--- src/rtl/cfgc_pkg.sv ---
package cfgc_pkg;
  localparam int ADDR_W = 6;
  localparam int ID_W   = 32;
  localparam int IMP_W  = 16;
  localparam int CNT_W  = 16;
  localparam int RXS_W  = 12;
  localparam int TXS_W  = 4;
  localparam int LCTL_W = 8;
  localparam int GCTL_W = 8;

  typedef enum logic [ADDR_W-1:0] {
    CH_ID   = 6'd0,
    CH_IMPT = 6'd1,
    CH_IMP  = 6'd2,
    CH_SPD  = 6'd3,
    CH_CNT  = 6'd4,
    CH_STAT = 6'd5,
    CH_LCTL = 6'd6,
    CH_GCTL = 6'd7
  } chain_e;
endpackage

--- src/rtl/cfgc_crc_counters.sv ---
module cfgc_crc_counters #(
  parameter int NP = 16,
  parameter int CW = 16
) (
  input  logic              clk,
  input  logic              rst_n,
  input  logic [NP-1:0]     good_inc_i,
  input  logic [NP-1:0]     bad_inc_i,
  output logic [NP*2*CW-1:0] img_o
);
  localparam int PW = 2 * CW;

  for (genvar p = 0; p < NP; p++) begin : g_port
    logic [CW-1:0] good_q, good_d, bad_q, bad_d;

    always_comb begin
      good_d = good_inc_i[p] ? good_q + CW'(1) : good_q;
      bad_d  = bad_inc_i[p]  ? bad_q + CW'(1)  : bad_q;
    end

    always_ff @(posedge clk or negedge rst_n) begin
      if (!rst_n) begin
        good_q <= '0;
        bad_q  <= '0;
      end else begin
        good_q <= good_d;
        bad_q  <= bad_d;
      end
    end

    // port 0 in the most significant slot so it leaves the chain first
    assign img_o[(NP-1-p)*PW +: PW] = {bad_q, good_q};
  end
endmodule

--- src/rtl/cfgc_cfg_regs.sv ---
module cfgc_cfg_regs import cfgc_pkg::*; #(
  parameter int          NP       = 16,
  parameter int          WDW      = 128,
  parameter logic [15:0] IMP_RST  = 16'hE1E1,
  parameter logic [7:0]  LCTL_RST = 8'hC0,
  parameter logic [7:0]  GCTL_RST = 8'hFC
) (
  input  logic              clk,
  input  logic              rst_n,
  input  logic              wr_stb_i,
  input  logic [ADDR_W-1:0] wr_addr_i,
  input  logic [WDW-1:0]    wdata_i,
  output logic [NP-1:0]     rx_fast_o,
  output logic [NP-1:0]     tx_fast_o,
  output logic [NP*8-1:0]   lctl_o,
  output logic [7:0]        gctl_o,
  output logic [15:0]       impt_o,
  output logic [15:0]       imp_o,
  output logic [2*NP-1:0]   spd_img_o,
  output logic [NP*8-1:0]   lctl_img_o
);
  // NP must be a multiple of 8 for the clock-select byte grouping
  localparam int NG = NP / 8;

  logic en_impt, en_imp, en_spd, en_lctl, en_gctl;
  logic [NP-1:0]   rxf_q, txf_q, rxf_d, txf_d;
  logic [NP*8-1:0] lctl_q, lctl_d;
  logic [7:0]      gctl_q;
  logic [15:0]     impt_q, imp_q;

  always_comb begin
    en_impt = 1'b0;
    en_imp  = 1'b0;
    en_spd  = 1'b0;
    en_lctl = 1'b0;
    en_gctl = 1'b0;
    if (wr_stb_i) begin
      case (wr_addr_i)
        CH_IMPT: en_impt = 1'b1;
        CH_IMP:  en_imp  = 1'b1;
        CH_SPD:  en_spd  = 1'b1;
        CH_LCTL: en_lctl = 1'b1;
        CH_GCTL: en_gctl = 1'b1;
        default: ;
      endcase
    end
  end

  for (genvar g = 0; g < NG; g++) begin : g_grp
    assign rxf_d[g*8 +: 8] = wdata_i[(2*NG-1-2*g)*8 +: 8];
    assign txf_d[g*8 +: 8] = wdata_i[(2*NG-2-2*g)*8 +: 8];
    assign spd_img_o[(2*NG-1-2*g)*8 +: 8] = rxf_q[g*8 +: 8];
    assign spd_img_o[(2*NG-2-2*g)*8 +: 8] = txf_q[g*8 +: 8];
  end

  for (genvar p = 0; p < NP; p++) begin : g_lc
    assign lctl_d[p*8 +: 8]              = wdata_i[(NP-1-p)*8 +: 8];
    assign lctl_img_o[(NP-1-p)*8 +: 8]   = lctl_q[p*8 +: 8];
  end

  always_ff @(posedge clk or negedge rst_n) begin
    if (!rst_n) begin
      rxf_q  <= '0;
      txf_q  <= '0;
      lctl_q <= {NP{LCTL_RST}};
      gctl_q <= GCTL_RST;
      impt_q <= IMP_RST;
      imp_q  <= IMP_RST;
    end else begin
      if (en_spd) begin
        rxf_q <= rxf_d;
        txf_q <= txf_d;
      end
      if (en_lctl) lctl_q <= lctl_d;
      if (en_gctl) gctl_q <= wdata_i[7:0];
      if (en_impt) impt_q <= wdata_i[15:0];
      if (en_imp)  imp_q  <= wdata_i[15:0];
    end
  end

  assign rx_fast_o = rxf_q;
  assign tx_fast_o = txf_q;
  assign lctl_o    = lctl_q;
  assign gctl_o    = gctl_q;
  assign impt_o    = impt_q;
  assign imp_o     = imp_q;
endmodule

--- src/rtl/cfgc_shifter.sv ---
module cfgc_shifter #(
  parameter int MAXL  = 512,
  parameter int LEN_W = 10,
  parameter int WDW   = 128
) (
  input  logic             clk,
  input  logic             rst_n,
  input  logic             start_i,
  input  logic             xfer_i,
  input  logic             shift_i,
  input  logic             sdi_i,
  input  logic [MAXL-1:0]  img_i,
  input  logic [LEN_W-1:0] len_i,
  output logic             sdo_o,
  output logic             last_o,
  output logic [WDW-1:0]   wdata_o,
  output logic [LEN_W-1:0] cnt_o
);
  localparam int IDX_W = $clog2(MAXL);

  logic [MAXL-1:0]  sr_q, sr_d, sr_nx;
  logic [LEN_W-1:0] cnt_q, cnt_d, len_q, len_d, top_pos;
  logic             busy, do_shift;

  assign busy     = (cnt_q != '0);
  assign do_shift = shift_i & busy;
  assign sr_nx    = {sr_q[MAXL-2:0], sdi_i};
  assign top_pos  = len_q - LEN_W'(1);

  always_comb begin
    sr_d  = sr_q;
    cnt_d = cnt_q;
    len_d = len_q;
    if (start_i) begin
      sr_d  = img_i;
      cnt_d = len_i;
      len_d = len_i;
    end else if (!xfer_i) begin
      cnt_d = '0;
    end else if (do_shift) begin
      sr_d  = sr_nx;
      cnt_d = cnt_q - LEN_W'(1);
    end
  end

  always_ff @(posedge clk or negedge rst_n) begin
    if (!rst_n) begin
      sr_q  <= '0;
      cnt_q <= '0;
      len_q <= '0;
    end else begin
      sr_q  <= sr_d;
      cnt_q <= cnt_d;
      len_q <= len_d;
    end
  end

  // output tap sits at the top of the right-justified chain image
  assign sdo_o   = busy & sr_q[top_pos[IDX_W-1:0]];
  assign last_o  = do_shift & (cnt_q == LEN_W'(1));
  assign wdata_o = sr_nx[WDW-1:0];
  assign cnt_o   = cnt_q;
endmodule

--- src/rtl/cfgc_chain_top.sv ---
module cfgc_chain_top import cfgc_pkg::*; #(
  parameter int          NP       = 16,
  parameter logic [31:0] CHIP_ID  = 32'h5A3C_0F81,
  parameter logic [15:0] IMP_RST  = 16'hE1E1,
  parameter logic [7:0]  LCTL_RST = 8'hC0,
  parameter logic [7:0]  GCTL_RST = 8'hFC
) (
  input  logic               clk,
  input  logic               rst_n,
  input  logic               xfer_i,
  input  logic               wr_i,
  input  logic [5:0]         addr_i,
  input  logic               bit_vld_i,
  input  logic               sdi_i,
  output logic               sdo_o,
  input  logic [NP-1:0]      good_inc_i,
  input  logic [NP-1:0]      bad_inc_i,
  input  logic [NP*12-1:0]   rx_stat_i,
  input  logic [NP*4-1:0]    tx_stat_i,
  output logic [NP-1:0]      rx_fast_o,
  output logic [NP-1:0]      tx_fast_o,
  output logic [NP*8-1:0]    lctl_o,
  output logic [7:0]         gctl_o,
  output logic [15:0]        impt_o,
  output logic [15:0]        imp_o
);
  localparam int CNT_BITS  = 2 * CNT_W * NP;
  localparam int STAT_BITS = (RXS_W + TXS_W) * NP;
  localparam int MAXL      = (CNT_BITS > ID_W) ? CNT_BITS : ID_W;
  localparam int LEN_W     = $clog2(MAXL + 1);
  localparam int WDW       = (LCTL_W * NP > IMP_W) ? LCTL_W * NP : IMP_W;

  logic               active_q, active_d;
  logic               wr_q, wr_d;
  logic [ADDR_W-1:0]  addr_q, addr_d;
  logic               start, shift, last, wr_stb;
  logic [MAXL-1:0]    img;
  logic [LEN_W-1:0]   len, cnt_q;
  logic [WDW-1:0]     wdata;
  logic [CNT_BITS-1:0]  cnt_img;
  logic [STAT_BITS-1:0] stat_img;
  logic [2*NP-1:0]    spd_img;
  logic [NP*8-1:0]    lctl_img;

  assign start  = xfer_i & ~active_q;
  assign shift  = active_q & xfer_i & bit_vld_i;
  assign wr_stb = last & wr_q;

  always_comb begin
    active_d = xfer_i;
    wr_d     = start ? wr_i   : wr_q;
    addr_d   = start ? addr_i : addr_q;
  end

  always_ff @(posedge clk or negedge rst_n) begin
    if (!rst_n) begin
      active_q <= 1'b0;
      wr_q     <= 1'b0;
      addr_q   <= '0;
    end else begin
      active_q <= active_d;
      wr_q     <= wr_d;
      addr_q   <= addr_d;
    end
  end

  // receive fields for all ports first, then transmit fields
  for (genvar p = 0; p < NP; p++) begin : g_stat
    assign stat_img[STAT_BITS-1-p*RXS_W -: RXS_W] = rx_stat_i[p*RXS_W +: RXS_W];
    assign stat_img[TXS_W*NP-1-p*TXS_W -: TXS_W]  = tx_stat_i[p*TXS_W +: TXS_W];
  end

  always_comb begin
    img = '0;
    len = '0;
    case (addr_i)
      CH_ID:   begin img = MAXL'(CHIP_ID);  len = LEN_W'(ID_W);      end
      CH_IMPT: begin img = MAXL'(impt_o);   len = LEN_W'(IMP_W);     end
      CH_IMP:  begin img = MAXL'(imp_o);    len = LEN_W'(IMP_W);     end
      CH_SPD:  begin img = MAXL'(spd_img);  len = LEN_W'(2*NP);      end
      CH_CNT:  begin img = MAXL'(cnt_img);  len = LEN_W'(CNT_BITS);  end
      CH_STAT: begin img = MAXL'(stat_img); len = LEN_W'(STAT_BITS); end
      CH_LCTL: begin img = MAXL'(lctl_img); len = LEN_W'(LCTL_W*NP); end
      CH_GCTL: begin img = MAXL'(gctl_o);   len = LEN_W'(GCTL_W);    end
      default: ;
    endcase
  end

  cfgc_shifter #(.MAXL(MAXL), .LEN_W(LEN_W), .WDW(WDW)) u_shift (
    .clk     (clk),
    .rst_n   (rst_n),
    .start_i (start),
    .xfer_i  (xfer_i),
    .shift_i (shift),
    .sdi_i   (sdi_i),
    .img_i   (img),
    .len_i   (len),
    .sdo_o   (sdo_o),
    .last_o  (last),
    .wdata_o (wdata),
    .cnt_o   (cnt_q)
  );

  cfgc_crc_counters #(.NP(NP), .CW(CNT_W)) u_cnt (
    .clk        (clk),
    .rst_n      (rst_n),
    .good_inc_i (good_inc_i),
    .bad_inc_i  (bad_inc_i),
    .img_o      (cnt_img)
  );

  cfgc_cfg_regs #(
    .NP(NP), .WDW(WDW), .IMP_RST(IMP_RST), .LCTL_RST(LCTL_RST), .GCTL_RST(GCTL_RST)
  ) u_regs (
    .clk        (clk),
    .rst_n      (rst_n),
    .wr_stb_i   (wr_stb),
    .wr_addr_i  (addr_q),
    .wdata_i    (wdata),
    .rx_fast_o  (rx_fast_o),
    .tx_fast_o  (tx_fast_o),
    .lctl_o     (lctl_o),
    .gctl_o     (gctl_o),
    .impt_o     (impt_o),
    .imp_o      (imp_o),
    .spd_img_o  (spd_img),
    .lctl_img_o (lctl_img)
  );
endmodule

--- config.mk ---
export PLATFORM = sky130hd
export DESIGN_NAME = cfgc_chain_top
export DESIGN_NICKNAME = d
export VERILOG_FILES = /design/src/rtl/cfgc_pkg.sv /design/src/rtl/cfgc_crc_counters.sv /design/src/rtl/cfgc_cfg_regs.sv /design/src/rtl/cfgc_shifter.sv /design/src/rtl/cfgc_chain_top.sv
export SDC_FILE = /design/constraint.sdc
export NUM_CORES = 2
export LEC_CHECK = 0
export BUFFER_PORTS_ARGS = -buffer_cell sky130_fd_sc_hd__buf_4
export CAP_MARGIN = 20
export CELL_PAD_IN_SITES_DETAIL_PLACEMENT = 1
export CELL_PAD_IN_SITES_GLOBAL_PLACEMENT = 2
export CORE_ASPECT_RATIO = 0.9
export CORE_MARGIN = 4
export CORE_UTILIZATION = 40
export DETAILED_ROUTE_END_ITERATION = 10
export PLACE_DENSITY = 0.9
export SLEW_MARGIN = 10
export SYNTH_ARGS = -nofsm -noshare
export SYNTH_HDL_FRONTEND = slang
export SYNTH_HIERARCHICAL = 1
export SYNTH_SLANG_ARGS = --single-unit
export TNS_END_PERCENT = 1
--- constraint.sdc ---
create_clock -name clk -period 4.4 [get_ports clk]
set_clock_uncertainty 0.15 [all_clocks]
set_input_delay 0.44 -clock clk [delete_from_list [all_inputs] [get_ports clk]]
set_output_delay 0.44 -clock clk [all_outputs]
set_load 0.005 [all_outputs]
# Word-level counts from Yosys, hierarchy flattened

Cells that the tools add are included.
W data, S select, Z words.

Bits in registers: 1251
Input bits: 300
Output and inout port bits: 201
Logic and storage cells: 128

$add $sub $neg: 34
Magnitude comparators: 1
Equal/unequal tests: 14
Mux-type cells: 20
Bitwise operators: 8
Reduce and logical (&&, ||, !) cells: 7

Operators by type and width:

| kind                    | number |
|---|---|
| $pmux W512 S8           | 1 |
| $mux W512               | 3 |
| $add A16 B1 Y16 const B | 32 |
| $pmux W10 S6            | 1 |
| $eq A6 B3 Y1 const B    | 6 |
| $mux W10                | 3 |
| $eq A6 B2 Y1 const B    | 4 |
| $eq A6 B1 Y1 const B    | 2 |
| $mux W1                 | 11 |
| $eq A10 B1 Y1 const B   | 1 |
| $lt A9 B10 Y1 const B   | 1 |
| $reduce_bool A10 Y1     | 1 |
| $sub A10 B1 Y10 const B | 1 |
| $bmux W1 S9             | 1 |
| $sub A9 B1 Y9 const B   | 1 |
| $and A1 B1 Y1           | 7 |
| $logic_not A6 Y1        | 1 |
| $reduce_bool A2 Y1      | 2 |
| $reduce_or A2 Y1        | 2 |
| $ne A3 B1 Y1 const B    | 1 |
| $reduce_and A2 Y1       | 1 |
| $not A1 Y1              | 1 |

# Longest topological paths before layout

Word-level depth: 6
Mapped depth: 17
Mapped depth without buffers: 9

# Cells and area by module

The synthesis kept the hierarchy.

By module, submodules not included:

| module            | instances | cells an instance | area each (sq um) | seq. area each (sq um) |
|---|---|---|---|---|
| cfgc_shifter      | 1         | 2866              | 29658.4           | 13287.7 |
| cfgc_crc_counters | 1         | 1808              | 21699.6           | 12812.3 |
| cfgc_cfg_regs     | 1         | 588               | 8916.1            | 5072.4 |
| cfgc_chain_top    | 1         | 1097              | 7101.8            | 200.2 |

# Worst setup path after synthesis

OpenSTA, ideal clock, no wires.

Path kind: flip-flop to output port
From: register u_shift.len_q[0]
To: output port sdo_o
Data arrival time: 3.309 ns
Data required time: 3.810 ns
Path slack: 0.501 ns
Stages on the path, launching flop included: 16
Path buffers: 7
Cell sequence: dfrtp_1 buf_2 inv_1 buf_2 buf_2 buf_2 ha_1 buf_2 buf_6 buf_2 mux4_2 mux2_2 o2bb2ai_1 a211oi_1 nor4_1 nor4_1

Word-level cells in the longest chain between the ends: 4

RTL lines:

| what                          | RTL line             | RTL |
|---|---|---|
| start: declaration            | cfgc_shifter.sv:22   | `logic [LEN_W-1:0] cnt_q, cnt_d, len_q, len_d, top_pos;` |
| start signal: assignment      | cfgc_shifter.sv:54   | `len_q <= len_d;` |
| $sub A9 B1 Y9                 | cfgc_shifter.sv:28   | `assign top_pos = len_q - LEN_W'(1);` |
| $bmux W1 S9                   | cfgc_shifter.sv:59   | `assign sdo_o = busy & sr_q[top_pos[IDX_W-1:0]];` |
| $mux W1 (not written as such) | cfgc_shifter.sv:59   |  |
| $and A1 B1 Y1                 | cfgc_shifter.sv:59   |  |
| end: declaration              | cfgc_chain_top.sv:15 | `output logic sdo_o,` |

Every way passes these cells. The select of a mux whose other input is x is not followed.

# Worst setup path in the final report

Same ends and word-level chain as after synthesis.

==> results.env <==
CTS_INSERTED_BUFFERS=141
SYNTH.FF_LATCH_COUNT=1251
GLOBAL_ROUTE.USAGE.TOTAL=0.2393
TIMING.SETUP.CRITICAL_PATH_CLASS='register to output port'
ANTENNA_FOUND_INITIAL=10
IR_WORST_VDD_mV=0.3797
SLEW_VIOL_FINAL=0
WIRE_LENGTH_OF_THE_FIRST_GLOBAL_ROUTING_PASS_UM=330000
WORST_SLACK_NS=-0.06056
DESIGN.FINAL.NETS=6989
CP_COMMON_CELL='sky130_fd_sc_hd__buf_4'
DETAILROUTE.VIA_COUNT=50370
PWR-SHARE-CLK=0.383
SETUP-VIOLATIONS-FINAL=1
REG2REG_SETUP_SLACK_NS=0.90
SWITCHINGPOWER_uW=9426
F_MAX_GHz=0.2242
DIE_AREA_MM2=0.1751
TRITONCTS_CLOCK_TREE='yes'
DETAIL_ROUTE.WIRELENGTH_UM=213600
SHARE_COMB_OF_TOTAL_POWER=0.168
START_UTIL=0.4034
CRIT_PATH_START_KIND='register'
FINALWORSTPATHREQUIREDPERIOD_NS=4.461
DRT_PRE_ANTENNA_ITERS=5
CP_DATA_REQUIRED_TIME_NS=3.81
CLK_PATH_BUF_DEPTH=3
CELL_INTERNAL_POWER_uW=22380
DPL_WORST_SLACK_NS=0.1219
WORST_HOLD_PATH.ENDPOINT='u_shift/sr_q[173]'
CLOCK_SINK_COUNT=1251
MAX_CAP_VIOLATIONS=0
R2R.WORST_PATH.CELLS=9
RR_ENDPOINT='u_regs/impt_o[1]'
SYNTH_CELLS=6359
NUMBER_OF_GLOBAL_ROUTE_VIAS_BEFORE_REPAIR=53891
P_SW_FRAC=0.2964
TIMING.HOLD.WORST.START='rx_stat_i[73]'
CPPEAKSTAGEDELAY_NS=0.51
TIMING.FINAL.CRIT_SHARE=1.014
GRT_START_MAX_NET_PINS=166
CTS_HTREE_LEVELS=4
STATUS='complete, but fails checks'
COREAREA_MM2=0.1670
POWER_FRAC_SEQ=0.449
CTS_ROOT_BUFFER='sky130_fd_sc_hd__clkbuf_16'
ANT_NETS=0
WORSTREG2REGSTART='u_shift/cnt_o[0]'
POWER.STATIC_LEAKAGE_uW=0.03460
MAX_SLEW.WORST_PIN.SLEW_NS=1.315
YOSYSUNIQUECELLTYPES=89
SYNTH_AREA_MM2=0.06738
PATH_MAX_FANOUT=6
FINALHOLDVIOLATIONS=0
CLK_LATENCY_NS=0.78
CHIPWIDTH_UM=440.6
PORT_BUFFERS=500
POWER.TOTAL_uW=31800
MIN_DELAY_PATH_DEPTH=4
SYNTH-SEQ-AREA-SHARE=0.4656
LAYOUT.CORE_UTILIZATION=0.4710
YS.FLOP_TYPE='sky130_fd_sc_hd__dfrtp_1'
POWER_DENSITY_mW_PER_MM2=404.2
GRT_OVERFLOW=0
DETAILEDROUTE.FIRSTITERATIONVIOLATIONS=3805
TIMING.CRITICAL_PATH.CELLS='clkinv_4 -> ha_4 -> buf_12 -> buf_16 -> buf_4 -> mux4_2 -> mux2i_1 -> a2111oi_4 -> o31ai_4 -> nor4_4 -> buf_4'
DIE_H_UM=397.4
POST_SYNTH.CELL_AREA_AVG_UM2=10.60
DRT_DRC_VIOLATIONS_LEFT=0
MEAN_NUMBER_OF_VIAS_PER_CELL=5.596
GRT_SETUP_UNREPAIRED='yes'
CLKTRANSATPATHREGS_NS=0.06
ENDPOINT_KIND='output port'
MAX-SLEW-MARGIN-REL=0.1233
FLOORPLAN.IO_PINS=501
SYNTH-EDFF-COUNT=0
AVGROUTEDWIREPERCELL_UM=23.73
SYNTHESIS.YOSYS.WARNINGS=6
WORST-ENDPOINT-ARRIVAL_NS=3.87
FINAL_LAYOUT_SIZE_SUFFIX_GT1_FRAC=0.2043
HOLD_CLASS='input port to register'
DETAILED_PLACE_HPWL_UM=143600
SYN_TO_FINAL_GROWTH_PCT=16.76
VIOLATIONS='setup timing'
ROW_COUNT=142
FRACTION_OF_SYNTHESIS_FLOPS_USING_AN_ASYNCHRONOUS_SET_OR_RESET_PIN=1.000
CRITICAL-PATH-SLOWEST-CELL='sky130_fd_sc_hd__mux4_2'
GP_ROUTABILITY_CONGESTION=0.8656
[what timing repair did]
action | 4_1_cts | 5_1_grt
setup endpoints to repair | 1 | 1
gates cloned | 7 | 0
setup buffers | 36 | 3
pin swaps | 23 | 4
endpoints found under the hold margin | 452 | 0
resized for setup | 87 | 5
hold buffers | 146 | 0
[power groups by stage]
stage	clock [µW]	combinational, µW	sequential, µW
2_1_floorplan	0	3200	13900
3_3_place_gp	0	4450	14300
3_5_place_dp	0	4670	14400
4_1_cts	12400	5310	14200
5_1_grt	13000	5790	14500
6_report	12200	5340	14300
[critical path: cells and delay by family (launching register included)]
kind	cells	cell delay, ns
buf+inv	5	0.70
fa+ha+maj	1	0.30
compound gates	2	0.53
mux	2	0.97
simple gates	1	0.13
flops	1	0.45
[cell usage in the layout, fill, tap and decap left out, types with 11 or more instances in the layout]
master	instances
sky130_fd_sc_hd__a211oi_1	13
sky130_fd_sc_hd__clkbuf_16	148
sky130_fd_sc_hd__nor3_2	11
sky130_fd_sc_hd__nor3_1	48
sky130_fd_sc_hd__inv_1	41
sky130_fd_sc_hd__ha_1	35
sky130_fd_sc_hd__and4_1	40
sky130_fd_sc_hd__mux2_1	15
sky130_fd_sc_hd__nand3_1	156
sky130_fd_sc_hd__a22oi_1	25
sky130_fd_sc_hd__and2_1	274
sky130_fd_sc_hd__nor2_1	345
sky130_fd_sc_hd__clkinv_2	14
sky130_fd_sc_hd__mux2i_1	661
sky130_fd_sc_hd__xnor2_1	321
sky130_fd_sc_hd__nand2_1	765
sky130_fd_sc_hd__and3_1	60
sky130_fd_sc_hd__buf_4	587
sky130_fd_sc_hd__dfrtp_1	1194
sky130_fd_sc_hd__mux2_2	244
sky130_fd_sc_hd__buf_12	57
sky130_fd_sc_hd__clkbuf_8	35
sky130_fd_sc_hd__o21ai_0	529
sky130_fd_sc_hd__mux4_2	117
sky130_fd_sc_hd__nand4_1	147
sky130_fd_sc_hd__clkbuf_1	41
sky130_fd_sc_hd__xor2_1	169
sky130_fd_sc_hd__a22o_1	128
sky130_fd_sc_hd__a221oi_1	16
sky130_fd_sc_hd__dfstp_2	54
sky130_fd_sc_hd__a21oi_1	124
sky130_fd_sc_hd__nor4_1	12
sky130_fd_sc_hd__dlygate4sd3_1	146
[Yosys cell counts, types with 12 or more instances]
cell type                     n  area [µm²]
sky130_fd_sc_hd__nor3_2      12       120.1
sky130_fd_sc_hd__mux4_2     116        2613
sky130_fd_sc_hd__nor2_1     345        1295
sky130_fd_sc_hd__a22o_1     128        1121
sky130_fd_sc_hd__nand4_1    147       919.6
sky130_fd_sc_hd__and2_1     274        1714
sky130_fd_sc_hd__xnor2_1    321        2811
sky130_fd_sc_hd__xor2_1     169        1480
sky130_fd_sc_hd__inv_1       43       161.4
sky130_fd_sc_hd__a211oi_1    18       135.1
sky130_fd_sc_hd__buf_4      323        2425
sky130_fd_sc_hd__mux2i_1    664        6646
sky130_fd_sc_hd__mux2_2     245        2759
sky130_fd_sc_hd__nand3_1    156       780.8
sky130_fd_sc_hd__nor3_1      50       250.2
sky130_fd_sc_hd__o21ai_0    532        2663
sky130_fd_sc_hd__ha_1        36       450.4
sky130_fd_sc_hd__nor4_1      18       112.6
sky130_fd_sc_hd__and3_1      61       381.6
sky130_fd_sc_hd__nand2_1    765        2872
sky130_fd_sc_hd__mux2_1      15       168.9
sky130_fd_sc_hd__and4_1      41       359.1
sky130_fd_sc_hd__buf_1       15       56.30
sky130_fd_sc_hd__dfstp_2     54        1419
sky130_fd_sc_hd__a22oi_1     25       187.7
sky130_fd_sc_hd__buf_2      143       715.7
sky130_fd_sc_hd__clkbuf_1   159       596.8
sky130_fd_sc_hd__a221oi_1    16       140.1
sky130_fd_sc_hd__dfrtp_1   1197       29950
sky130_fd_sc_hd__a21oi_1    125       625.6
[how the worst max path moves through the flow]
stage | endpoint | cells after the start | slack (ns) | from
CTS | sdo_o | 11 | -0.12 | u_shift/len_q[0]
global placement | sdo_o | 15 | 0.08 | u_shift/len_q[0]
finish | sdo_o | 11 | -0.06 | u_shift/len_q[0]
floorplan | sdo_o | 15 | 0.50 | u_shift/len_q[0]
global route | sdo_o | 12 | -0.21 | u_shift/len_q[0]
detailed placement | sdo_o | 15 | 0.12 | u_shift/len_q[0]
[layer usage]
metal,GRT usage,part of all wire
met3,0.03790,0.050
met4,0.08329,0.035
met1,0.3187,0.43
met2,0.3967,0.48
met5,0,0.00013
[state kept, by name (all words and copies together), names as in the netlist]
register,cells
u_regs/rx_fast_o,16
wr_q,1
u_shift/cnt_o,10
u_shift/sr_q,512
u_regs/gctl_o,8
u_regs/imp_o,16
u_cnt/g_port.bad_q,256
u_cnt/g_port.good_q,256
active_q,1
u_regs/lctl_o,128
addr_q,6
u_regs/tx_fast_o,16
u_shift/len_q,9
u_regs/impt_o,16
[area by class of cell]
type	count	area [µm²]
timing repair buffer	810	7422
multi-input combinational	4406	32150
sequential	1251	31380
clock buffer	223	4325
fill	17986	88340
inverter	43	173.9
antenna	5	12.51
clock inverter	31	409.1
tap	2232	2793
[stage by stage]
stage | cell area, µm² | TNS (ns) | instances | hold WS [ns]
finish | 78670 | -0.06056 | 9001 | 0.03861
global route | 78670 | -0.2081 | 9000 | 0.003126
CTS | 78590 | -0.1221 | 8994 | 0.0001643
detailed placement | 71480 | 0 | 8554 | 0.3100
global placement | 71480 | 0 | 8554 | 0.2985
floorplan | 67390 | 0 | 6364 | -0.005591
[kinds of logic (layout without fill, tap and decap cells)]
group,after synthesis,count (layout),synth area share
and+or+nand+nor,1920,1920,0.1376
muxes,1041,1041,0.1813
AOI/OAI and AO/OA,911,911,0.08069
xor gates and xnor gates,492,492,0.06418
other,1,11,0.00005566
adders and majority gates,36,36,0.006685
buffers and inverters,707,1107,0.06388
DFF,1251,1251,0.4656
Note: power is estimated with default switching activity, not from simulation.
